[config.mk]
export PLATFORM = sky130hd
export DESIGN_NAME = trap_match
export DESIGN_NICKNAME = d
export VERILOG_FILES = /design/src/rtl/trap_match_pkg.sv /design/src/rtl/trap_edge_div.sv /design/src/rtl/trap_classify.sv /design/src/rtl/trap_grade_calc.sv /design/src/rtl/trap_match.sv
export SDC_FILE = /design/constraint.sdc
export NUM_CORES = 1
export LEC_CHECK = 0
export CAP_MARGIN = 0
export CORE_MARGIN = 1
export CORE_UTILIZATION = 60
export CTS_CLUSTER_DIAMETER = 150
export DETAILED_ROUTE_END_ITERATION = 10
export GPL_ROUTABILITY_DRIVEN = 0
export PLACE_DENSITY_LB_ADDON = 0.15
export SLEW_MARGIN = 20
export SYNTH_ARGS = -nofsm -noshare
export SYNTH_HDL_FRONTEND = slang
export SYNTH_HIERARCHICAL = 1
export SYNTH_SLANG_ARGS = --single-unit
[constraint.sdc]
create_clock -name clk -period 25.9 [get_ports clk]
set_input_delay 2.59 -clock clk [delete_from_list [all_inputs] [get_ports clk]]
set_output_delay 2.59 -clock clk [all_outputs]
set_load 0.02 [all_outputs]
[src/rtl/trap_match_pkg.sv]
`timescale 1ns/1ps
package trap_match_pkg;
  typedef enum logic [1:0] {
    MC_FULL  = 2'b00,
    MC_RIGHT = 2'b01,
    MC_LEFT  = 2'b10,
    MC_NONE  = 2'b11
  } match_case_e;
endpackage

[src/rtl/trap_edge_div.sv]
`timescale 1ns/1ps
// Unrolled restoring divider: one compare/subtract row per dividend bit.
module trap_edge_div #(
  parameter int N_W = 10,
  parameter int D_W = 7
) (
  input  logic [N_W-1:0] dividend,
  input  logic [D_W-1:0] divisor,
  output logic [N_W-1:0] quotient,
  output logic [D_W-1:0] remainder
);
  logic [D_W-1:0] part [0:N_W];

  assign part[0] = '0;

  for (genvar j = 0; j < N_W; j++) begin : g_row
    logic [D_W:0]   trial;
    logic [D_W-1:0] diff;
    logic           take;
    assign trial = {part[j], dividend[N_W-1-j]};
    assign take  = trial >= {1'b0, divisor};
    assign diff  = trial[D_W-1:0] - divisor;
    assign quotient[N_W-1-j] = take;
    assign part[j+1] = take ? diff : trial[D_W-1:0];
  end

  assign remainder = part[N_W];
endmodule

[src/rtl/trap_classify.sv]
`timescale 1ns/1ps
// Breakpoint comparator: class code plus numerator/denominator of the crossing height.
module trap_classify
  import trap_match_pkg::*;
#(
  parameter int PT_W = 6
) (
  input  logic [3:0][PT_W-1:0] pa,
  input  logic [3:0][PT_W-1:0] px,
  output match_case_e          kind,
  output logic [PT_W-1:0]      num,
  output logic [PT_W:0]        den
);
  logic same, apart, right_ov, left_ov;
  logic [PT_W-1:0] a_fall, x_rise, x_fall, a_rise;

  assign same     = (pa == px);
  assign apart    = (pa[3] <= px[0]) || (px[3] <= pa[0]);
  assign right_ov = (pa[2] < px[1]) && (px[0] < pa[3]);
  assign left_ov  = (px[2] < pa[1]) && (pa[0] < px[3]);

  assign a_fall = pa[3] - pa[2];
  assign x_rise = px[1] - px[0];
  assign x_fall = px[3] - px[2];
  assign a_rise = pa[1] - pa[0];

  always_comb begin
    kind = MC_FULL;
    num  = '0;
    den  = '0;
    if (same) begin
      kind = MC_FULL;
    end else if (apart) begin
      kind = MC_NONE;
    end else if (right_ov) begin
      kind = MC_RIGHT;
      num  = pa[3] - px[0];
      den  = {1'b0, a_fall} + {1'b0, x_rise};
    end else if (left_ov) begin
      kind = MC_LEFT;
      num  = px[3] - pa[0];
      den  = {1'b0, x_fall} + {1'b0, a_rise};
    end
  end
endmodule

[src/rtl/trap_grade_calc.sv]
`timescale 1ns/1ps
// Crossing height: (num*GMAX)/den, scaled by shift-and-subtract, saturated.
module trap_grade_calc #(
  parameter int PT_W = 6,
  parameter int GR_W = 4
) (
  input  logic [PT_W-1:0] num,
  input  logic [PT_W:0]   den,
  output logic [GR_W-1:0] grade
);
  localparam int P_W  = PT_W + GR_W;
  localparam int D_W  = PT_W + 1;
  localparam logic [GR_W-1:0] GMAX = '1;

  logic [P_W-1:0] num_ext, scaled, quot;
  logic [D_W-1:0] rem;

  assign num_ext = {{GR_W{1'b0}}, num};
  assign scaled  = (num_ext << GR_W) - num_ext;

  trap_edge_div #(.N_W(P_W), .D_W(D_W)) u_div (
    .dividend (scaled),
    .divisor  (den),
    .quotient (quot),
    .remainder(rem)
  );

  always_comb begin
    if (den == '0 || quot > P_W'(GMAX)) grade = GMAX;
    else                                grade = quot[GR_W-1:0];
  end

  always_comb begin
    if (den != '0) begin
      p_rem_bound_r4: assert (rem < den);
    end
  end
endmodule

[src/rtl/trap_match.sv]
`timescale 1ns/1ps
module trap_match
  import trap_match_pkg::*;
#(
  parameter int PT_W = 6,
  parameter int GR_W = 4
) (
  input  logic                 clk,
  input  logic                 rst_n,
  input  logic                 in_valid,
  output logic                 in_ready,
  input  logic [3:0][PT_W-1:0] in_a,
  input  logic [3:0][PT_W-1:0] in_x,
  output logic                 out_valid,
  input  logic                 out_ready,
  output logic [GR_W-1:0]      out_grade,
  output logic [1:0]           out_case
);
  localparam logic [GR_W-1:0] GMAX = '1;

  match_case_e     c_kind, s1_kind;
  logic [PT_W-1:0] c_num, s1_num;
  logic [PT_W:0]   c_den, s1_den;
  logic [GR_W-1:0] edge_grade, sel_grade;
  logic            s1_v, s2_v, s2_load, s1_adv;

  trap_classify #(.PT_W(PT_W)) u_cls (
    .pa  (in_a),
    .px  (in_x),
    .kind(c_kind),
    .num (c_num),
    .den (c_den)
  );

  assign s2_load  = !s2_v || out_ready;
  assign s1_adv   = !s1_v || s2_load;
  assign in_ready = s1_adv;

  // Phase 1: register class and edge terms.
  always_ff @(posedge clk) begin
    if (!rst_n) begin
      s1_v    <= 1'b0;
      s1_kind <= MC_NONE;
      s1_num  <= '0;
      s1_den  <= '0;
    end else if (s1_adv) begin
      s1_v <= in_valid;
      if (in_valid) begin
        s1_kind <= c_kind;
        s1_num  <= c_num;
        s1_den  <= c_den;
      end
    end
  end

  trap_grade_calc #(.PT_W(PT_W), .GR_W(GR_W)) u_calc (
    .num  (s1_num),
    .den  (s1_den),
    .grade(edge_grade)
  );

  always_comb begin
    unique case (s1_kind)
      MC_FULL:  sel_grade = GMAX;
      MC_NONE:  sel_grade = '0;
      default:  sel_grade = edge_grade;
    endcase
  end

  // Phase 2: divide, select, register the result.
  always_ff @(posedge clk) begin
    if (!rst_n) begin
      s2_v      <= 1'b0;
      out_grade <= '0;
      out_case  <= 2'b00;
    end else if (s2_load) begin
      s2_v <= s1_v;
      if (s1_v) begin
        out_grade <= sel_grade;
        out_case  <= s1_kind;
      end
    end
  end

  assign out_valid = s2_v;

  p_hold_r10: assert property (@(posedge clk) disable iff (!rst_n)
    (out_valid && !out_ready) |=> (out_valid && $stable(out_grade) && $stable(out_case)));

  p_none_zero_r3: assert property (@(posedge clk) disable iff (!rst_n)
    (out_valid && out_case == 2'b11) |-> (out_grade == '0));

  p_full_top_r2: assert property (@(posedge clk) disable iff (!rst_n)
    (out_valid && out_case == 2'b00) |-> (out_grade == GMAX));

  p_two_cycle_r9: assert property (@(posedge clk) disable iff (!rst_n)
    (in_valid && in_ready) |=> ##1 out_valid);
endmodule

Yosys cells after proc, flatten, opt, wreduce, memory -nomap -nowiden
Index checks and enable logic that the tools add are counted.

Latch bits: 0. Output and inout port bits: 8. Input port bits: 52. Bits in writable memories: 0. Register bits after elaboration: 23. Memories kept: 0. ROM bits: 0.

Div/mod/pow operators: 0. Add/subtract/negate cells: 18. $mul: 0. Multiplexer cells: 23. Magnitude comparators: 17. Reduce and logical (&&, ||, !) cells: 12. Eq/ne operators: 2. Bitwise logic cells: 0. Shifts and indexed selects: 0.

Operator list (count): 7-bit 2-to-1 mux (13); 8-bit by 7-bit greater-or-equal comparator with 1-bit output (9); 7-bit subtractor (8); 6-bit subtractor (6); 24-bit equality test (1); 6-bit less-than comparator (4); 6-bit 2-to-1 mux (4); 6-bit by 6-bit adder with 7-bit output (2); 6-bit less-or-equal comparator (2); 10-bit by 4-bit greater-than comparator with 1-bit output, second input constant (1); 10-bit by 6-bit subtractor with 10-bit output (1); 2-bit 2-to-1 mux (4); 4-bit case mux with 2 select lines (1); 1-bit by 7-bit greater-or-equal comparator with 1-bit output (1); 7-bit zero test (1); 1-bit by 7-bit subtractor with 7-bit output (1); 1-bit logical OR (4); 4-bit 2-to-1 mux (1); 2-bit AND reduction (2); 2-bit equality test, second input constant (1); 1-bit logical AND (2); 1-bit zero test (2); 2-bit zero test (1).

Logic depth before layout (Yosys ltp)
Gate-level depths: netlist of run 1.

Word-level depth: 24. Gate-level depth with buffers: 105. Depth with buffers taken out: 102.

Hierarchy
The synthesis of run 1 kept the hierarchy.

By module, submodules not included: trap_edge_div (times used 1, area each 3809.9 um^2, cells an instance 511, sequential area each 0.0 um^2); trap_classify (times used 1, area each 2398.6 um^2, cells an instance 310, sequential area each 0.0 um^2); trap_match (times used 1, area each 978.4 um^2, cells an instance 106, sequential area each 460.4 um^2); trap_grade_calc (times used 1, area each 279.0 um^2, cells an instance 38, sequential area each 0.0 um^2).

Least setup slack after synthesis of run 1
No wires, ideal clock.

Path type: register -> register. From: reg s1_num[4]. To: reg out_grade[0]. Stages on the path, launching flop included: 101. Arrival: 19366 ps. Path slack: 6401 ps. Path through: dfxtp_1 -> inv_1 -> ha_1 -> and4bb_2 -> nor4b_2 -> xnor2_1 -> inv_1 -> ha_1 -> nand2b_1 -> and3_1 -> nand2_1 -> inv_1 -> ha_1 -> nor2b_1 -> o21ba_2 -> o31ai_1 -> nand2_1 -> mux2_2 -> [... 65 more ...] -> nand2b_1 -> a211oi_2 -> mux2_4 -> clkbuf_1 -> nor2_1 -> a21oi_1 -> ha_1 -> o21ai_0 -> nand2b_1 -> a21o_1 -> a21oi_1 -> o21ai_0 -> a21oi_1 -> o2111ai_4 -> buf_4 -> nand2b_1 -> mux2i_1 -> a211oi_1.

Cells in the longest elaborated chain, start to end: 24.

Ends and longest elaborated chain: start: declaration (RTL line trap_match.sv:22) `logic [PT_W-1:0] c_num, s1_num;`; start signal: assignment (RTL line trap_match.sv:50) `s1_num <= c_num;`; 10-bit by 6-bit subtractor with 10-bit output * (RTL line trap_grade_calc.sv:19) `assign scaled = (num_ext << GR_W) - num_ext;`; named net u_calc.scaled[9] (RTL line trap_grade_calc.sv:15) `logic [P_W-1:0] num_ext, scaled, quot;`; 1-bit by 7-bit greater-or-equal comparator with 1-bit output * (RTL line trap_edge_div.sv:21) `assign take = trial >= {1'b0, divisor};`; named net u_calc.u_div.g_row[0].take (RTL line trap_edge_div.sv:19) `logic take;`; 7-bit 2-to-1 mux * (RTL line trap_edge_div.sv:24) `assign part[j+1] = take ? diff : trial[D_W-1:0];`; 8-bit by 7-bit greater-or-equal comparator with 1-bit output * (RTL line trap_edge_div.sv:21); named net u_calc.u_div.g_row[1].take (RTL line trap_edge_div.sv:19); 7-bit 2-to-1 mux * (RTL line trap_edge_div.sv:24); [... 7 more ...]; named net u_calc.u_div.g_row[5].take (RTL line trap_edge_div.sv:19); [... 6 more ...]; 7-bit 2-to-1 mux * (RTL line trap_edge_div.sv:24); 8-bit by 7-bit greater-or-equal comparator with 1-bit output * (RTL line trap_edge_div.sv:21); named net u_calc.u_div.g_row[9].take (RTL line trap_edge_div.sv:19); 10-bit by 4-bit greater-than comparator with 1-bit output (RTL line trap_grade_calc.sv:29) `if (den == '0 || quot > P_W'(GMAX)) grade = GMAX;`; 1-bit logical OR (RTL line trap_grade_calc.sv:29); 4-bit 2-to-1 mux * (RTL line trap_grade_calc.sv:29); named net edge_grade[0] (RTL line trap_match.sv:24) `logic [GR_W-1:0] edge_grade, sel_grade;`; 4-bit case mux with 2 select lines * (RTL line trap_match.sv:63) `unique case (s1_kind)`; end signal: assignment (RTL line trap_match.sv:79) `out_grade <= sel_grade;`; end: declaration (RTL line trap_match.sv:16) `output logic [GR_W-1:0] out_grade,`.

Mark *: on every way through the listed nets, which the timed path passes. The rest lies on a longest branch. A chain may end at the register's enable or synchronous reset.

Final worst setup path of run 1
From: reg s1_num[4]. To: reg out_grade[0].

Cells in the longest elaborated chain, start to end: 24.

Ends and longest elaborated chain (RTL line): 10-bit by 6-bit subtractor with 10-bit output * (trap_grade_calc.sv:19); named net u_calc.scaled[9] (trap_grade_calc.sv:15); 1-bit by 7-bit greater-or-equal comparator with 1-bit output * (trap_edge_div.sv:21); named net u_calc.quot[9] (trap_grade_calc.sv:15); 7-bit 2-to-1 mux * (trap_edge_div.sv:24); 8-bit by 7-bit greater-or-equal comparator with 1-bit output * (trap_edge_div.sv:21); named net u_calc.quot[8] (trap_grade_calc.sv:15); 7-bit 2-to-1 mux * (trap_edge_div.sv:24); [... 5 more ...]; named net u_calc.quot[5] (trap_grade_calc.sv:15); [... 2 more ...]; named net u_calc.quot[4] (trap_grade_calc.sv:15); [... 6 more ...]; named net u_calc.quot[1] (trap_grade_calc.sv:15); 7-bit 2-to-1 mux * (trap_edge_div.sv:24); 8-bit by 7-bit greater-or-equal comparator with 1-bit output * (trap_edge_div.sv:21); named net u_calc.quot[0] (trap_grade_calc.sv:15); 10-bit by 4-bit greater-than comparator with 1-bit output (trap_grade_calc.sv:29); 1-bit logical OR (trap_grade_calc.sv:29); 4-bit 2-to-1 mux * (trap_grade_calc.sv:29); named net edge_grade[0] (trap_match.sv:24); 4-bit case mux with 2 select lines * (trap_match.sv:63).

Marked as above.

==> results of run 1 <==
-- metal layers --
metal	up-vias	wire length (um)	share of wire
li1	3392	-	-
met1	3090	9310	0.50
met2	173	8070	0.43
met3	16	1120	0.060
met4	0	116	0.0062
met5	-	0	0
-- critical path, delay by kind of cell (launching register included) --
family                     cells  cell delay, ps
DFF                            1             420
adders and majority gates     11            3590
muxes                         11            3830
AOI/OAI and AO/OA             40            6980
xor gates and xnor gates       1             190
buffers and inverters         10             960
and+or+nand+nor               25            4650
-- registers in the layout (all words and copies together), names as in the netlist --
register   flops
out_grade      4
s1_den         7
out_case       2
s1_v           1
s1_kind        2
s1_num         6
out_valid      1
-- cell type report --
class                      instances  area (um2)  area share
inverter                         106         398      0.0501
multi-input combinational        778        6210       0.783
tap                              143         179      0.0225
timing repair buffer              61         606      0.0763
clock inverter                     1        5.00    0.000631
clock buffer                       3        75.1     0.00946
sequential                        23         460      0.0580
-- worst min-delay path by stage --
stage	to	slack, ps	cells past startpoint
final	s1_num[5]$_SDFFE_PN0P_	470	2
after global routing	out_case[0]$_SDFFE_PN0P_	500	2
after CTS	s1_num[5]$_SDFFE_PN0P_	470	2
after detailed placement	s1_num[5]$_SDFFE_PN0P_	460	2
after global placement	s1_num[5]$_SDFFE_PN0P_	450	2
after floorplan	s1_num[5]$_SDFFE_PN0P_	430	2
-- through the flow --
stage / area (um2) / worst slack, ps
6_report: 7940 / 5110
5_1_grt: 7940 / 3310
4_1_cts: 7940 / 5360
3_5_place_dp: 7860 / 5460
3_3_place_gp: 7860 / 5980
2_1_floorplan: 7250 / 6910
-- cell usage in the layout (no fill, tap or decap), types with 14 or more instances in the layout --
master / instances
fa_1: 17
xor2_1: 41
o21a_1: 14
inv_1: 102
clkdlybuf4s50_1: 59
mux2_2: 16
ha_1: 123
nor2b_1: 21
nand3_1: 22
mux2i_1: 32
dfxtp_1: 23
a21o_1: 39
o21ai_0: 53
nand2_1: 69
a21oi_1: 66
nand2b_1: 23
nor2_1: 47
xnor2_1: 44
==> metrics.md, run 1 <==
| Metric | Value |
|---|---|
| F_max | 0.0481 GHz |
| CTS root buf | clkbuf_16 |
| Min Hold Slack | 470 ps |
| Avg Inst Size Synth | 7.76 um2 |
| Tightest Pin Transition | 846 ps |
| Met3 GRT Util | 0.0201 |
| Via-per-instance ratio | 5.98 |
| Number of fillers in the final layout | 1025 |
| Die Wd | 112 um |
| GR Util met2 | 0.487 |
| CTS tree | done |
| Worst setup path endpoint | out_grade[0]$_SDFFE_PN0P_ |
| Syn nets | 1126 |
| Port Buf Inserts | 59 |
| Starting DRT DRC Count | 662 |
| Ant. Diodes | 0 |
| Final Slew Violations | 0 |
| R2R setup slack | 5110 ps |
| First-pass GRT wire length | 30.9 mm |
| Post-Syn Instances | 934 |
| Yosys warns | 6 |
| Critical Path AT | 20920 ps |
| Clk sinks | 23 |
| Fin crit period | 20790 ps |
| Initial antenna violation count | 0 |
| R2r worst-path depth | 98 |
| Crit end category | register |
| Core area | 11600 um2 |
| DR WL/cell | 16.7 um |
| Worst Path Max Fanout | 20 |
| Final wirelength | 18.6 mm |
| Via Count | 6671 |
| Post-route insts no fill | 1115 |
| I/O pins | 60 |
| Number of global-route vias before repair | 6361 |
| Worst Hold Class | register to register |
| TNS Setup | 0 ps |
| Most used routing layer | met2 |
| Total GRT Usage | 0.301 |
| Slowest cell on crit path | nor2_2 |
| Buffers inserted by post-CTS timing repair | 0 |
| Kind of critical path | register to register |
| Die area | 12500 um2 |
| RSZ-0062 raised after global routing | false |
| Largest net degree at the start of global routing | 28 |
| Post-cts sizing count | 0 |
| Total clock buffers created by CTS | 3 |
| DRC | 4 |
| Crit path from | s1_num[4]$_SDFFE_PN0P_ |
| DPL Wire Length | 15.4 mm |
| Slew HR | 0.434 |
| Share of cells above drive strength 1 | 0.0617 |
| Final hold viol count | 0 |
| Layout Nets | 1165 |
| CP dominant cell by count | o21ai_0 |
| R2r startpoint | s1_num[4]$_SDFFE_PN0P_ |
| Cts hold-fix bufs | 0 |
| Clock skew | 3.47 ps |
| H-Tree Depth | 1 |
| Worst setup SP type | register |
| DP Cell Count | 1111 |
| Clock latency at the later pin of the worst-skew pair | 250 ps |
| Overflow after GRT | 0 |
| Initial Util | 0.624 |
| Crit path largest cell delay | 470 ps |
| Status | complete, but fails checks |
| Post-route ant nets | 0 |
| Reg clk slew, reported paths | 60 ps |
| Hold Crit Start | s1_num[5]$_SDFFE_PN0P_ |
| M1 GR Usage | 0.451 |
| CP Data Required Time | 26030 ps |
| R2R Path End | out_grade[0]$_SDFFE_PN0P_ |
| Final core occ | 0.683 |
| Cell Area, Synth | 7250 um2 |
| Max-cap viol count | 0 |
| Failing checks | design-rule violations |
| First-pass DRT Iterations | 8 |
| Final period util | 0.803 |
| Area delta synth->final | 9.50% |
| Setup-failing EPs final | 0 |
| Max Buffers Root-to-Sink | 2 |
| Std-Cell Rows | 39 |
| Die Ht | 112 um |
Power of run 1 is not shown: default switching activity piles up to over one toggle a cycle in this logic, so the estimate is an artifact.
==> run 2, diff against run 1 <==
--- a/config.mk
+++ b/config.mk
@@ -7,7 +7,7 @@
 export LEC_CHECK = 0
 export CAP_MARGIN = 0
 export CORE_MARGIN = 1
-export CORE_UTILIZATION = 60
+export CORE_UTILIZATION = 56
 export CTS_CLUSTER_DIAMETER = 150
 export DETAILED_ROUTE_END_ITERATION = 10
 export GPL_ROUTABILITY_DRIVEN = 0
==> constraint.sdc (replaced) <==
create_clock -name clk -period 18.9 [get_ports clk]
set_input_delay 1.89 -clock clk [delete_from_list [all_inputs] [get_ports clk]]
set_output_delay 1.89 -clock clk [all_outputs]
set_load 0.02 [all_outputs]
==> run 2 against run 1 <==
Effect of this change:
- the run now ends clean
- cell count up 6.5%
- highest routed layer unchanged
- fmax grew 14%
- sequential cell count unchanged
- design area is 9.5% higher
- die area up 7.0%
==> metrics.md, run 2 (synthesis results as in run 1) <==
| Metric | Value |
|---|---|
| Hold path depth | 2 (unchanged) |
| Max-cap viol count | 0 (unchanged) |
| Critical Path AT | 18290 ps (-2630 ps) |
| Fin crit period | 18170 ps (-2630 ps) |
| R2R Path End | out_grade[0]$_SDFFE_PN0P_ |
| Pre-CTS setup slack | -459 ps (-5920 ps) |
| Crit path largest cell delay | 370 ps (-100 ps) |
| First-pass GRT wire length | 30.7 mm (-0.85%) |
| DR WL/cell | 16.7 um (-0.20%) |
| Total GRT Usage | 0.287 (-0.0137) |
| Worst setup SP type | register |
| Ant. Diodes | 0 (unchanged) |
| Crit end category | register |
| Kind of critical path | register to register |
| Hold Crit Start | s1_num[5]$_SDFFE_PN0P_ |
| Die area | 13400 um2 (+7.0%) |
| DRC | 0 (-4) |
| F_max | 0.0550 GHz (+14%) |
| Final Slew Violations | 0 (unchanged) |
| Clock latency at the later pin of the worst-skew pair | 260 ps (about the same) |
| Die Wd | 116 um (+3.4%) |
| Std-Cell Rows | 41 (+5.1%) |
| Worst hold endpoint | s1_num[5]$_SDFFE_PN0P_ |
| Area delta synth->final | 19.9% |
| Via-per-instance ratio | 5.80 (-3.0%) |
| Final hold viol count | 0 (unchanged) |
| Reg clk slew, reported paths | 60 ps (about the same) |
| Cts hold-fix bufs | 0 (unchanged) |
| Number of global-route vias before repair | 6331 (-0.47%) |
| Tightest Pin Transition | 897 ps (+51.6 ps) |
| Most frequent cells in the layout | ha_1, inv_1, nand2_1, a21oi_1, clkdlybuf4s50_1 |
| R2R setup slack | 730 ps (-4370 ps) |
| Post-route ant nets | 0 (unchanged) |
| Setup ws final | 734 ps (-4370 ps) |
| R2r worst-path depth | 100 (+2.0%) |
| Share of cells above drive strength 1 | 0.155 (+0.0930) |
| First-pass DRT Iterations | 5 (-3) |
| Layout Nets | 1208 (+3.7%) |
| Slowest cell on crit path | fa_2 |
| Initial antenna violation count | 0 (unchanged) |
| Final period util | 0.961 (+0.158) |
| Starting DRT DRC Count | 464 (-30%) |
| Max reg flops | 7 (unchanged) |
| Slew HR | 0.400 (-0.0345) |
| Die Ht | 116 um (+3.4%) |
| Overflow after GRT | 0 (unchanged) |
| Clock skew | 3.53 ps (+0.0606 ps) |
| I/O pins | 60 (unchanged) |
| DPL Wire Length | 15.9 mm (+3.3%) |
| Via Count | 6890 (+3.3%) |
| CTS root buf | clkbuf_16 |
| Clk sinks | 23 (unchanged) |
| Setup-failing EPs final | 0 (unchanged) |
| Largest regs | s1_den (7), s1_num (6), out_grade (4) |
| Worst Hold Class | register to register |
| Final wirelength | 19.8 mm (+6.2%) |
| Top delay family on crit path | compound AO/OA/AOI/OAI gates |
| R2r startpoint | s1_num[4]$_SDFFE_PN0P_ |
| Most common cell after layout, fill and taps aside | ha_1 |
| Port Buf Inserts | 59 (unchanged) |
| Most flops, register | s1_den |
| Max Buffers Root-to-Sink | 2 (unchanged) |
| Worst Path Max Fanout | 6 (-70%) |
| Post-route insts no fill | 1187 (+6.5%) |
| CP Data Required Time | 19030 ps (-7000 ps) |
| Final Cell Area | 8690 um2 (+9.5%) |
| Core area | 12600 um2 (+8.7%) |
| CTS tree | done |
| Total clock buffers created by CTS | 3 (unchanged) |
| CP Buf/Inv Count | 8 (-2) |
| H-Tree Depth | 1 (unchanged) |
| DP Cell Count | 1161 (+4.5%) |
| Min Hold Slack | 467 ps (-2.66 ps) |
| Largest net degree at the start of global routing | 28 (unchanged) |
| Post-DP Area | 8050 um2 (+2.5%) |
| Status | finished clean |
| Initial Util | 0.574 (-0.0497) |
-- run 2: cell types whose count changed in the layout (fill, tap and decap cells not counted), moves of 7 or more --
cell	previous run	this run
a21oi_1	66	59
o21ai_0	53	36
buf_4	2	42
o21ai_1	1	12
ha_1	123	111
ha_4	0	10
-- run 2: area by class of cell --
cell class                 count  area [um2]
multi-input combinational    778        6590
fill                        1071        3930
timing repair buffer         104         940
sequential                    23         460
inverter                     106         398
tap                          172         215
clock buffer                   4        78.8
-- run 2: worst min-delay path: stages (launching register included) --
cell and delay, ps:
dfxtp_1 310, nand2_1 60, mux2i_1 60
-- run 2: what timing repair did --
action,4_1_cts,5_1_grt
endpoints found under the hold margin,0,0
pin swaps,2,32
setup buffers,3,19
gates resized for setup,13,78
setup endpoints to repair,1,2
-- run 2: how the worst max path moves through the flow --
stage,startpoint,to,slack [ps],cells past startpoint
2_1_floorplan,s1_num[4]$_SDFFE_PN0P_,out_grade[0]$_SDFFE_PN0P_,80,100
3_3_place_gp,s1_num[5]$_SDFFE_PN0P_,out_grade[0]$_SDFFE_PN0P_,100,99
3_5_place_dp,s1_num[5]$_SDFFE_PN0P_,out_grade[0]$_SDFFE_PN0P_,-460,99
4_1_cts,s1_num[5]$_SDFFE_PN0P_,out_grade[0]$_SDFFE_PN0P_,50,98
5_1_grt,s1_num[4]$_SDFFE_PN0P_,out_grade[0]$_SDFFE_PN0P_,-250,99
6_report,s1_num[4]$_SDFFE_PN0P_,out_grade[0]$_SDFFE_PN0P_,730,100
-- run 2: routing by layer --
metal	track usage	wire [um]
met1	0.419	9540
met2	0.465	8880
met3	0.0267	1150
met4	0.0410	214
met5	0	0
-- run 2: per-stage QoR --
stage          utilization  setup TNS [ps]
2_1_floorplan            -               0
3_3_place_gp         0.638               0
3_5_place_dp         0.638            -459
4_1_cts              0.649               0
5_1_grt              0.688            -251
6_report             0.688               0
Power of run 2 is left out for the same reason.
